[config.mk]
export PLATFORM = sky130hd
export DESIGN_NAME = dual_oneshot
export DESIGN_NICKNAME = d
export VERILOG_FILES = /design/src/rtl/dual_oneshot_pkg.sv /design/src/rtl/oneshot_edge_track.sv /design/src/rtl/oneshot_fire_qual.sv /design/src/rtl/oneshot_pulse_timer.sv /design/src/rtl/dual_oneshot.sv
export SDC_FILE = /design/constraint.sdc
export NUM_CORES = 1
export LEC_CHECK = 0
export BUFFER_PORTS_ARGS = -buffer_cell sky130_fd_sc_hd__buf_4
export CORE_UTILIZATION = 55
export CTS_CLUSTER_DIAMETER = 40
export DETAILED_ROUTE_END_ITERATION = 12
export GPL_TIMING_DRIVEN = 0
export PLACE_DENSITY_LB_ADDON = 0.1
export SLEW_MARGIN = 20
export SYNTH_ARGS = -nofsm -noshare
export SYNTH_HDL_FRONTEND = slang
export SYNTH_SLANG_ARGS = --single-unit
[constraint.sdc]
create_clock -name clk -period 2.6 [get_ports clk]
set_input_delay 0.13 -clock clk [delete_from_list [all_inputs] [get_ports clk]]
set_output_delay 0.13 -clock clk [all_outputs]
set_load 0.05 [all_outputs]
[src/rtl/dual_oneshot_pkg.sv]
// Package: shared types for the one-shot pulser.
// Holds the per-channel event bundle passed from edge tracking to firing logic.
package dual_oneshot_pkg;

    // Edge events of one channel, valid for the current cycle
    typedef struct packed {
        logic a_fall;     // falling-trigger input went 1 -> 0
        logic b_rise;     // rising-trigger input went 0 -> 1
        logic clr_ready;  // clear high now and in the previous cycle
    } edge_evt_t;

endpackage

[src/rtl/oneshot_edge_track.sv]
// Module: oneshot_edge_track
// Registers one channel's trigger and clear inputs and reports the edges
// seen this cycle. Assumes inputs are already synchronous to clk.
// Reset values are chosen so that no edge is reported just after reset.
module oneshot_edge_track
    import dual_oneshot_pkg::*;
(
    input  logic      clk,
    input  logic      rst_n,
    input  logic      a_in,
    input  logic      b_in,
    input  logic      clr_in_n,
    output edge_evt_t evt
);

    logic a_q;
    logic b_q;
    logic clr_q;

    // Keep last-cycle copies of the inputs for edge comparison
    always_ff @(posedge clk) begin
        if (!rst_n) begin
            a_q   <= 1'b0;
            b_q   <= 1'b1;
            clr_q <= 1'b0;
        end else begin
            a_q   <= a_in;
            b_q   <= b_in;
            clr_q <= clr_in_n;
        end
    end

    // Derive edge events from current versus previous values
    always_comb begin
        evt.a_fall    = a_q & ~a_in;
        evt.b_rise    = ~b_q & b_in;
        evt.clr_ready = clr_in_n & clr_q;
    end

    // a clear that rises this cycle never counts as settled
    a_r8_clear_setup: assert property (@(posedge clk) disable iff (!rst_n)
        $rose(clr_in_n) |-> !evt.clr_ready);

endmodule

[src/rtl/oneshot_fire_qual.sv]
// Module: oneshot_fire_qual
// Decides whether a channel fires this cycle. The edge must be gated by the
// other trigger's level, clear must be settled and no pulse may be running.
// Purely combinational.
module oneshot_fire_qual
    import dual_oneshot_pkg::*;
(
    input  logic      clk,
    input  logic      rst_n,
    input  edge_evt_t evt,
    input  logic      a_lvl,
    input  logic      b_lvl,
    input  logic      busy,
    output logic      fire
);

    logic via_a;
    logic via_b;

    // Qualify each trigger path by the opposite input's level
    always_comb begin
        via_a = evt.a_fall & b_lvl;
        via_b = evt.b_rise & ~a_lvl;
        fire  = evt.clr_ready & ~busy & (via_a | via_b);
    end

    // a high falling-trigger level blocks any start
    a_r4_inhibit_a: assert property (@(posedge clk) disable iff (!rst_n)
        a_lvl |-> !fire);
    // a low rising-trigger level blocks any start
    a_r4_inhibit_b: assert property (@(posedge clk) disable iff (!rst_n)
        !b_lvl |-> !fire);

endmodule

[src/rtl/oneshot_pulse_timer.sv]
// Module: oneshot_pulse_timer
// Down-counter that holds q high for the programmed number of cycles.
// Assumes fire is asserted only while idle. Clear has priority over fire.
module oneshot_pulse_timer #(
    parameter int CNT_W = 8
) (
    input  logic             clk,
    input  logic             rst_n,
    input  logic             clr_n,
    input  logic             fire,
    input  logic [CNT_W-1:0] width,
    output logic             busy
);

    localparam logic [CNT_W-1:0] ONE = CNT_W'(1);

    logic [CNT_W-1:0] remain;
    logic [CNT_W-1:0] load_val;

    // Treat a zero width as the one-cycle minimum
    always_comb begin
        load_val = (width == '0) ? ONE : width;
    end

    // Load on fire, count down while running, abort on clear
    always_ff @(posedge clk) begin
        if (!rst_n) begin
            remain <= '0;
        end else if (!clr_n) begin
            remain <= '0;
        end else if (fire) begin
            remain <= load_val;
        end else if (remain != '0) begin
            remain <= remain - ONE;
        end
    end

    // Output is high while any cycles remain
    always_comb begin
        busy = (remain != '0);
    end

    // a sampled clear ends any pulse at that edge
    a_r7_clear_abort: assert property (@(posedge clk) disable iff (!rst_n)
        !clr_n |=> !busy);
    // a running pulse counts down undisturbed
    a_r6_no_retrigger: assert property (@(posedge clk) disable iff (!rst_n)
        (clr_n && remain > ONE) |=> (remain == $past(remain) - ONE));
    // a start loads the sampled width, floored at one
    a_r5_load_width: assert property (@(posedge clk) disable iff (!rst_n)
        (clr_n && fire) |=> (remain == (($past(width) == '0) ? ONE : $past(width))));

endmodule

[src/rtl/dual_oneshot.sv]
// Module: dual_oneshot
// Top level: NUM_CH independent gated, non-retriggerable one-shot channels.
// Each channel chains edge tracking, fire qualification and a pulse timer.
// Assumes all inputs are synchronous to clk.
module dual_oneshot
    import dual_oneshot_pkg::*;
#(
    parameter int NUM_CH = 2,
    parameter int CNT_W  = 8
) (
    input  logic                    clk,
    input  logic                    rst_n,
    input  logic [NUM_CH-1:0]       trig_fall_n,
    input  logic [NUM_CH-1:0]       trig_rise,
    input  logic [NUM_CH-1:0]       clr_n,
    input  logic [NUM_CH*CNT_W-1:0] width_cnt,
    output logic [NUM_CH-1:0]       q,
    output logic [NUM_CH-1:0]       q_n
);

    localparam int WBUS = NUM_CH * CNT_W;

    logic [NUM_CH-1:0] busy;

    for (genvar c = 0; c < NUM_CH; c++) begin : g_ch
        edge_evt_t  evt;
        logic       fire;

        oneshot_edge_track u_edge (
            .clk      (clk),
            .rst_n    (rst_n),
            .a_in     (trig_fall_n[c]),
            .b_in     (trig_rise[c]),
            .clr_in_n (clr_n[c]),
            .evt      (evt)
        );

        oneshot_fire_qual u_qual (
            .clk   (clk),
            .rst_n (rst_n),
            .evt   (evt),
            .a_lvl (trig_fall_n[c]),
            .b_lvl (trig_rise[c]),
            .busy  (busy[c]),
            .fire  (fire)
        );

        oneshot_pulse_timer #(.CNT_W(CNT_W)) u_timer (
            .clk   (clk),
            .rst_n (rst_n),
            .clr_n (clr_n[c]),
            .fire  (fire),
            .width (width_cnt[c*CNT_W +: CNT_W]),
            .busy  (busy[c])
        );
    end

    // Drive the complementary outputs from the timers
    always_comb begin
        q   = busy;
        q_n = ~busy;
    end

    // every channel is idle in the cycle after a reset edge
    a_r1_reset_idle: assert property (@(posedge clk)
        !rst_n |=> (q == '0));

    initial begin
        if (WBUS != $bits(width_cnt)) $display("width bus size mismatch");
    end

endmodule

==> results of run 1 <==
## path summary, 6_finish.rpt
kind,slack [ns],cells after the start,endpoint,start
max reg2reg,0.73,6,g_ch[1].u_timer.remain[3],g_ch[1].u_timer.remain[2]
min,0.02,2,g_ch[1].u_edge.b_q,trig_rise[1]
min reg2reg,0.50,1,g_ch[1].u_timer.remain[7],g_ch[1].u_timer.remain[7]
max,0.38,6,q[1],g_ch[1].u_timer.remain[2]
## worst register-to-register path: cells and delay by family, from the launching register on
kind                   cells  cell delay (ns)
AO/OA/AOI/OAI              2             0.35
buffers and inverters      2             0.39
flip-flops                 1             0.37
AND/OR/NAND/NOR            2             0.66
## sequential cells by signal (all words and copies together), names as in the netlist
signal / count
g_ch.u_edge.b_q: 2
g_ch.u_edge.a_q: 2
g_ch.u_edge.clr_q: 2
g_ch.u_timer.remain: 16
## area by class of cell
type	instances	area (µm²)	share of cell area, %
Buffer	4	25.0	1.77
Clock buffer	4	36.3	2.57
Inverter	12	45.0	3.19
Multi-Input combinational cell	99	628	44.5
Sequential cell	22	440	31.2
Tap cell	27	33.8	2.39
Timing Repair Buffer	27	203	14.4
## placed cells by master (no fill, tap or decap), types with 3 or more instances in the layout
| cell type | instances |
|---|---|
| ha_1 | 4 |
| a21oi_1 | 11 |
| a31oi_1 | 5 |
| nand3_1 | 5 |
| buf_4 | 29 |
| or3_1 | 4 |
| xor2_1 | 5 |
| nand2b_1 | 3 |
| inv_1 | 10 |
| nand2_1 | 18 |
| nor4_1 | 4 |
| nor2_1 | 5 |
| dfxtp_1 | 22 |
| mux2i_1 | 3 |
| clkbuf_4 | 3 |
| nor3_1 | 4 |
| o22ai_1 | 3 |
## metal layers
metal | GRT usage (%) | vias to the layer above | wire length (µm) | part of all wire, %
met5 | 0 | - | 0 | 0
met4 | 11.4 | 0 | 13 | 0.54
met3 | 2.64 | 2 | 90 | 3.7
met1 | 25.2 | 488 | 1080 | 45
met2 | 43.6 | 22 | 1220 | 51
li1 | - | 547 | - | -
## logic make-up after synthesis
| group | after synthesis |
|---|---|
| AOI/OAI and AO/OA | 29 |
| xor gates and xnor gates | 5 |
| adders and majority gates | 4 |
| buffers and inverters | 16 |
| DFF | 22 |
| muxes | 4 |
| and+or+nand+nor | 57 |
## through the flow
step / instances / util (%) / setup WS, ns / cell area, µm² / hold slack (ns)
floorplan: 137 / - / 0.754 / 1140 / 0.203
finish: 195 / 71.9 / 0.379 / 1410 / 0.0157
global placement: 191 / 70.1 / 0.707 / 1380 / 0.321
detailed placement: 191 / 70.1 / 0.715 / 1380 / 0.331
global route: 195 / 71.9 / 0.212 / 1410 / 0.00701
CTS: 195 / 71.9 / 0.354 / 1410 / 0.00270
==> summary.txt, run 1 <==
Clock network
  – Clock Tree Root: clkbuf_4
  – Clock-pin slew on the worst setup and hold paths: roughly 0.12 ns
  – Hold Buf Count CTS: 0
  – H-tree depth: 1
  – Clock Tree Buf Depth: 2
  – CTS tree: yes
  – Clk_lat worst skew: 0.30 ns
  – CTS resizes: 0
  – CTS Buf Count: 3
  – Post CTS Setup Buffer Count: 0
  – CTS sink count: 22

Drt
  – DRC errors left: 0
  – ANT nets after route: 0
  – DRT Wirelength: 2410 µm
  – Vias/cell: around 5.4
  – Initial DRT Pass Iterations: 4
  – Via count: 1059
  – Routed len/inst: between 10 and 15 µm
  – DR iter-0 viols: 13

STA
  – Relative slew slack: 55.7%
  – Crit share post-route: a little under nine tenths
  – Worst-Margin Slew: 0.664 ns
  – Fin crit period: 2.22 ns
  – Sum Neg Setup Slack: 0 ns
  – Final Hold Violating Endpoints: 0
  – Clock Skew: 0.00104 ns
  – Fin. max-slew vios: 0
  – Unrepaired setup endpoints after global routing: no
  – Max frequency: 450 MHz
  – Final setup viols: 0

Worst setup path
  – Crit path buffers/inverters: 4
  – CP required: about 2.5 ns
  – Cell chain of the critical path: nor4_1 > and3_1 > buf_2 > clkinv_1 > buf_4 > buf_4
  – Critical Path Slowest Stage Cell: nor4_1
  – Largest delay share family, worst path: buffers and inverters
  – Worst setup SP type: register
  – CP most frequent cell: buf_4
  – WS Path Type: register to primary output
  – Worst setup EP type: primary output
  – WP data arrival: approximately 2.1 ns
  – Crit Path Max Fanout: 8
  – CP peak stage delay: 0.43 ns

Global route
  – First-pass GRT wire length: between 3000 and 4000 µm
  – Total GRT Usage: 23.1%
  – Vias in the first global route: 955
  – Global route overflow: 0
  – Largest net degree at the start of global routing: 13
  – Antenna violations before repair: 0

Logic synthesis
  – EDFF count, synth: 0
  – Compound-cell area share of the yosys netlist: 16.5%
  – Mux share of post-synthesis cell area: ~3.6%
  – Synth async-reset ratio: 0%
  – Netlist cell types: 36
  – Syn_nets: 165
  – Post-synthesis xor/xnor area fraction: 3.85%
  – Syn_area_per_cell: 8.31 µm²
  – Cell count after synthesis: 137
  – Most frequent cell after synthesis: dfxtp_1
  – Commonest cells post-synth: 22 x dfxtp_1, 18 x nand2_1, 11 x a21oi_1
  – Seq/Total Area, Yosys: 38.7%
  – Mapped cell area: 1140 µm²
  – Synth warn: 0
  – Simple-Gate Fraction of Synth Area: 26.8%
  – Register bit total from synthesis: 22
  – Share of the synthesized area in the top cell type: 38.7%
  – Adder-cell share of the synthesized area: 4.40%
  – Top post-synthesis cells by area: dfxtp_1 39%, nand2_1 5.9%, a21oi_1 4.8%
  – Largest family of logic cells by synthesized area: simple AND/OR/NAND/NOR gates
  – Top cell type by total area after synthesis: dfxtp_1
  – Most used DFF post-synth: dfxtp_1

Layout
  – Fraction of layout cells with a size suffix above 1: 23.8%
  – Filler Cells Inserted: 170
  – Area growth, synth to finish: 24.0%
  – # diodes: 0
  – Layout Nets: 197

Place
  – Port Buf Inserts: 27
  – Final HPWL DP: 1900 µm
  – RePlAce Congestion: 0.845

Die
  – Initial Utilization: 58.0%
  – I/O Pins: 28
  – Die width: 47.5 µm
  – Row count: 16
  – DIE AREA: roughly 2300 µm²
  – Die height: 47.5 µm
  – Core box area: roughly 2000 µm²

Outcome
  – Outcome: finished clean

Min path
  – Worst min path class: input port to register

Flow run
  – Max_cap viols: 0
Power of run 1 is not shown: default switching activity piles up to over one toggle a cycle in this logic, so the estimate is an artifact.
==> run 2: changes to the inputs <==
--- a/config.mk
+++ b/config.mk
@@ -6,12 +6,15 @@
 export NUM_CORES = 1
 export LEC_CHECK = 0
 export BUFFER_PORTS_ARGS = -buffer_cell sky130_fd_sc_hd__buf_4
+export CAP_MARGIN = 40
 export CORE_UTILIZATION = 55
 export CTS_CLUSTER_DIAMETER = 40
 export DETAILED_ROUTE_END_ITERATION = 12
 export GPL_TIMING_DRIVEN = 0
 export PLACE_DENSITY_LB_ADDON = 0.1
+export SETUP_SLACK_MARGIN = 0.3
 export SLEW_MARGIN = 20
 export SYNTH_ARGS = -nofsm -noshare
 export SYNTH_HDL_FRONTEND = slang
+export SYNTH_HIERARCHICAL = 1
 export SYNTH_SLANG_ARGS = --single-unit
==> summary.txt, run 2 <==
Layout
  – Layout Nets: 205
  – Commonest non-fill, non-tap cell in the layout: buf_4
  – Area growth, synth to finish: 33.1%
  – Most frequent cells in the layout: 29 x buf_4, 18 x dfxtp_1, 16 x nand2_1, 10 x xnor2_1, 9 x inv_1
  – # diodes: 0
  – Fin cells: just over 200
  – Max FFs per register: 16
  – Largest register by flop count: g_ch.u_timer/remain
  – Design Area, Final: 1640 µm²
  – Fraction of layout cells with a size suffix above 1: 36.9%

STA
  – Crit share post-route: 86.0%
  – Fin crit period: about 2.2 ns
  – Final setup viols: 0
  – Fin. max-slew vios: 0
  – Sum Neg Setup Slack: 0 ns
  – Clock Skew: between 0.004 and 0.005 ns
  – Max frequency: 447 MHz
  – Final Hold Violating Endpoints: 0
  – Relative slew slack: 78.4%
  – Unrepaired setup endpoints after global routing: no
  – Worst-Margin Slew: around 0.32 ns

Clock network
  – CTS sink count: 22
  – H-tree depth: 1
  – Clock Tree Root: clkbuf_4
  – CTS Buf Count: 3
  – Clock-pin slew on the worst setup and hold paths: between 0.1 and 0.15 ns
  – Clk_lat worst skew: 0.31 ns
  – CTS tree: yes
  – Clock Tree Buf Depth: 2

Logic synthesis
  – Share of the synthesized area in the top cell type: 35.7%
  – Top post-synthesis cells by area: dfxtp_1 36%, xnor2_1 7.1%, nand2_1 4.9%
  – Top cell type by total area after synthesis: dfxtp_1
  – Commonest cells post-synth: 22 x dfxtp_1, 16 x nand2_1, 12 x inv_1
  – Netlist cell types: 30
  – Syn_nets: 170
  – Most used DFF post-synth: dfxtp_1
  – Most frequent cell after synthesis: dfxtp_1
  – Mapped cell area: ~1200 µm²
  – Syn_area_per_cell: 8.69 µm²
  – Cell count after synthesis: 142
  – EDFF count, synth: 0
  – Synth warn: 6
  – Register bit total from synthesis: 22
  – Synth async-reset ratio: 0%
  – Seq/Total Area, Yosys: about 36%

Drt
  – Vias/cell: 5.47
  – DRT Wirelength: 2690 µm
  – Routed len/inst: between 10 and 15 µm
  – Via count: 1110
  – ANT nets after route: 0
  – DRC errors left: 0
  – Initial DRT Pass Iterations: 4
  – DR iter-0 viols: 22

Global route
  – Vias in the first global route: 1045
  – Total GRT Usage: roughly a quarter
  – Largest net degree at the start of global routing: 14
  – First-pass GRT wire length: 4410 µm
  – Global route overflow: 0
  – Antenna violations before repair: 0

Place
  – Placed cells: 196
  – Placed instance area: 1520 µm²
  – RePlAce Congestion: 0.841
  – Final HPWL DP: 2060 µm
  – Port Buf Inserts: 27

Die
  – Core box area: ~2000 µm²
  – Row count: 16
  – Die width: 49.4 µm
  – I/O Pins: 28
  – Initial Utilization: 60.4%
  – Die height: 49.4 µm
  – DIE AREA: 2440 µm²

Worst setup path
  – Crit Path Max Fanout: 5
  – WS Path Type: register to register
  – Worst setup EP type: register
  – Cell chain of the critical path: or4_4 > nor2b_4 > buf_6 > clkinvlp_4 > nand2b_4 > a21oi_2 > clkbuf_8 > clkinvlp_4 > a211oi_2 > a211oi_2
  – Largest delay share family, worst path: simple AND/OR/NAND/NOR gates
  – Crit path buffers/inverters: 4
  – CP required: approximately 2.8 ns
  – CP peak stage delay: 0.57 ns
  – Worst setup SP type: register
  – Critical Path Slowest Stage Cell: or4_4
  – WP data arrival: 2.43 ns

Flow run
  – Max_cap viols: 0

Min path
  – Worst min path class: input port to register

Outcome
  – Outcome: finished clean
==> run 2: final cells by class <==
cell class | count | area, µm²
buffer | 4 | 50.0
clock buffer | 3 | 22.5
clock inverter | 1 | 30.0
fill | 143 | 400
inverter | 12 | 56.3
multi-input combinational | 104 | 773
sequential | 22 | 448
tap | 27 | 33.8
timing repair buffer | 30 | 228
==> run 2: per-layer routing <==
layer | global-route usage [%] | wire (µm)
met4 | 7.84 | 39
met1 | 27.1 | 1110
met2 | 44.1 | 1400
met3 | 3.74 | 141
met5 | 0 | 0
==> run 2: worst register-to-register path, stage by stage, from the launching register on <==
cell and delay (ns):
dfxtp_4 0.38, or4_4 0.57, nor2b_4 0.13, buf_6 0.10
clkinvlp_4 0.08, nand2b_4 0.14, a21oi_2 0.11, clkbuf_8 0.16
clkinvlp_4 0.12, a211oi_2 0.26, a211oi_2 0.08
==> run 2: kinds of logic (layout without fill, tap and decap cells) <==
kind of cell	Yosys count	in the layout	share of synthesized area, %
AO/OA/AOI/OAI	24	24	14.8
multiplexers	4	4	3.45
flip-flops	22	22	35.7
buffers and inverters	16	50	5.48
adder cells (fa/ha/maj)	4	4	4.06
XOR/XNOR	10	10	7.10
AND/OR/NAND/NOR	62	62	29.4
==> run 2: per-stage QoR <==
step	utilization, %	worst slack, ns	hold slack [ns]
after floorplan	-	0.312	0.203
after global placement	74.6	0.433	0.329
after detailed placement	74.6	0.338	0.338
after CTS	77.1	0.309	0.00460
after global routing	80.4	0.301	0.00592
final	80.4	0.364	0.0216
==> run 2: final timing paths <==
path                                                start                        end  slack (ns)  cells past startpoint
worst min register to register  g_ch[0].u_timer/remain[5]  g_ch[0].u_timer/remain[5]        0.61                      2
worst max register to register  g_ch[1].u_timer/remain[2]  g_ch[1].u_timer/remain[0]        0.36                     10
worst min-delay path                         trig_rise[1]         g_ch[1].u_edge/b_q        0.02                      2
worst max-delay path            g_ch[1].u_timer/remain[2]  g_ch[1].u_timer/remain[0]        0.36                     10
==> run 2: timing repair <==
action	in CTS	in global routing
buffers inserted	0	2
setup endpoints to repair	0	11
endpoints found under the hold margin	0	1
hold buffers	0	1
resized for setup	0	12
Power of run 2 is left out for the same reason.
==> run 3: changes to the inputs <==
--- a/config.mk
+++ b/config.mk
@@ -7,7 +7,7 @@
 export LEC_CHECK = 0
 export BUFFER_PORTS_ARGS = -buffer_cell sky130_fd_sc_hd__buf_4
 export CAP_MARGIN = 40
-export CORE_UTILIZATION = 55
+export CORE_UTILIZATION = 40
 export CTS_CLUSTER_DIAMETER = 40
 export DETAILED_ROUTE_END_ITERATION = 12
 export GPL_TIMING_DRIVEN = 0
==> summary.txt, run 3 (same netlist as run 2, synthesis figures left out) <==
Outcome
  – Outcome: finished with violations
  – Failing checks: DRC

Global route
  – Antenna violations before repair: 0
  – Total GRT Usage: 17.6%
  – Vias in the first global route: between 1000 and 1500
  – First-pass GRT wire length: 4540 µm
  – Global route overflow: 0
  – Largest net degree at the start of global routing: 13

STA
  – Unrepaired setup endpoints after global routing: yes
  – Max frequency: ~450 MHz
  – Clock Skew: 0.00648 ns
  – Fin crit period: between 2 and 2.5 ns
  – Crit share post-route: 85.2%
  – Worst-Margin Slew: about 0.36 ns
  – Relative slew slack: 75.9%
  – Sum Neg Setup Slack: 0 ns
  – Final Hold Violating Endpoints: 0
  – Fin. max-slew vios: 0
  – Final setup viols: 0

Clock network
  – H-tree depth: 1
  – Clock Tree Root: clkbuf_4
  – Clock Tree Buf Depth: 2
  – CTS Buf Count: 3
  – CTS sink count: 22
  – Clock-pin slew on the worst setup and hold paths: 0.13 ns
  – CTS tree: yes
  – Clk_lat worst skew: roughly 0.3 ns

Layout
  – Layout Nets: 210
  – Filler Cells Inserted: 255
  – Multi-input logic area: 782 µm²
  – Commonest non-fill, non-tap cell in the layout: buf_4
  – Largest register by flop count: g_ch.u_timer/remain
  – Area growth, synth to finish: 37.6%
  – Reg area: 454 µm²
  – Max FFs per register: 16
  – Fraction of layout cells with a size suffix above 1: a little over 40%
  – Most frequent cells in the layout: 34 x buf_4, 17 x dfxtp_1, 16 x nand2_1, 10 x xnor2_1, 8 x nor2_1
  – # diodes: 0

Place
  – Final HPWL DP: about 2000 µm
  – RePlAce Congestion: 0.770
  – Port Buf Inserts: 27

Die
  – DIE AREA: about 3300 µm²
  – I/O Pins: 28
  – Core box area: between 2000 and 3000 µm²
  – Die height: between 50 and 60 µm
  – Row count: 19
  – Initial Utilization: 43.6%
  – Die width: 57.5 µm

Drt
  – ANT nets after route: 0
  – DRT Wirelength: 2740 µm
  – DR iter-0 viols: 28
  – DRC errors left: 2
  – Vias/cell: 5.14
  – Routed len/inst: 12.9 µm
  – Initial DRT Pass Iterations: 8
  – Via count: 1090

Worst setup path
  – Reg2reg setup slack: 0.39 ns
  – Cell chain of the critical path: or4_4 > nor2b_2 > buf_6 > clkinvlp_4 > nand2b_4 > a21oi_2 > clkbuf_8 > clkinvlp_4 > a211oi_2 > a211oi_2
  – Launch point of the worst reg-to-reg path: g_ch[1].u_timer/remain[5]
  – Worst Reg-to-Reg Cells: 10
  – WS Path Type: register to register
  – Critical Path Slowest Stage Cell: or4_4
  – WP data arrival: 2.41 ns
  – CP required: 2.79 ns
  – Worst setup EP type: register
  – Worst setup SP type: register
  – Reg-to-reg endpoint: g_ch[1].u_timer/remain[0]
  – Crit Path Max Fanout: 5
  – CP peak stage delay: between 0.5 and 0.6 ns

Flow run
  – Max_cap viols: 0

Min path
  – Worst min path class: input port to register
  – Worst Hold End: g_ch[1].u_edge/b_q
  – Hold depth: 2
  – Hold Path Origin: trig_rise[1]
==> run 3: changes by cell type in the layout (fill, tap and decap cells not counted), sizes merged <==
cell         before  now
inv               9    8
dlygate4sd3       1    0
buf              31   38
bufinv            1    0
clkinvlp          3    4
==> run 3: repair_timing <==
action | in CTS | in global routing
pin swaps | 0 | 3
hold buffers | 0 | 0
gates resized for setup | 2 | 18
setup endpoints to repair | 2 | 10
buffers inserted | 0 | 8
==> run 3: how the worst max path moves through the flow <==
stage,start,to,slack [ns],depth (start not counted)
floorplan,g_ch[0].u_timer/remain[2],g_ch[0].u_timer/remain[0],0.31,10
global placement,g_ch[1].u_timer/remain[0],g_ch[1].u_timer/remain[5],0.28,12
detailed placement,g_ch[1].u_timer/remain[0],g_ch[1].u_timer/remain[5],0.29,12
CTS,g_ch[0].u_timer/remain[0],g_ch[0].u_timer/remain[5],0.31,12
global route,g_ch[0].u_timer/remain[2],g_ch[0].u_timer/remain[0],0.29,10
finish,g_ch[1].u_timer/remain[5],g_ch[1].u_timer/remain[0],0.39,10
==> run 3: through the flow <==
stage               utilization [%]  instance area (µm²)  worst slack (ns)  hold slack [ns]  cells
floorplan                         -                 1290             0.312            0.203    142
global placement               54.0                 1530             0.281            0.332    200
detailed placement             54.0                 1530             0.289            0.340    200
CTS                            55.4                 1570             0.307          0.00860    204
global route                   60.0                 1700             0.287           0.0139    212
finish                         60.0                 1700             0.386           0.0207    212
==> run 3: critical path: cells and delay by family (launching register included) <==
| kind | cells | cell delay [ns] |
|---|---|---|
| AOI/OAI and AO/OA | 3 | 0.42 |
| DFF | 1 | 0.35 |
| and+or+nand+nor | 3 | 0.86 |
| buffers and inverters | 4 | 0.49 |
==> run 3: layout make-up <==
cell class | count | share of cell area, %
Sequential cell | 22 | 26.8
Clock buffer | 4 | 2.14
Tap cell | 31 | 2.28
Multi-Input combinational cell | 104 | 46.1
Buffer | 4 | 3.02
Inverter | 12 | 3.54
Timing Repair Buffer | 35 | 16.2
==> run 3: per-layer routing <==
metal	wire length, µm	vias to the layer above	part of all wire [%]	global-route usage [%]
met5	0	-	0	0
met4	40	0	1.5	5.23
met1	1360	495	49	24.6
li1	-	571	-	-
met3	104	4	3.8	2.04
met2	1240	20	45	28.4
Power of run 3 is left out for the same reason.
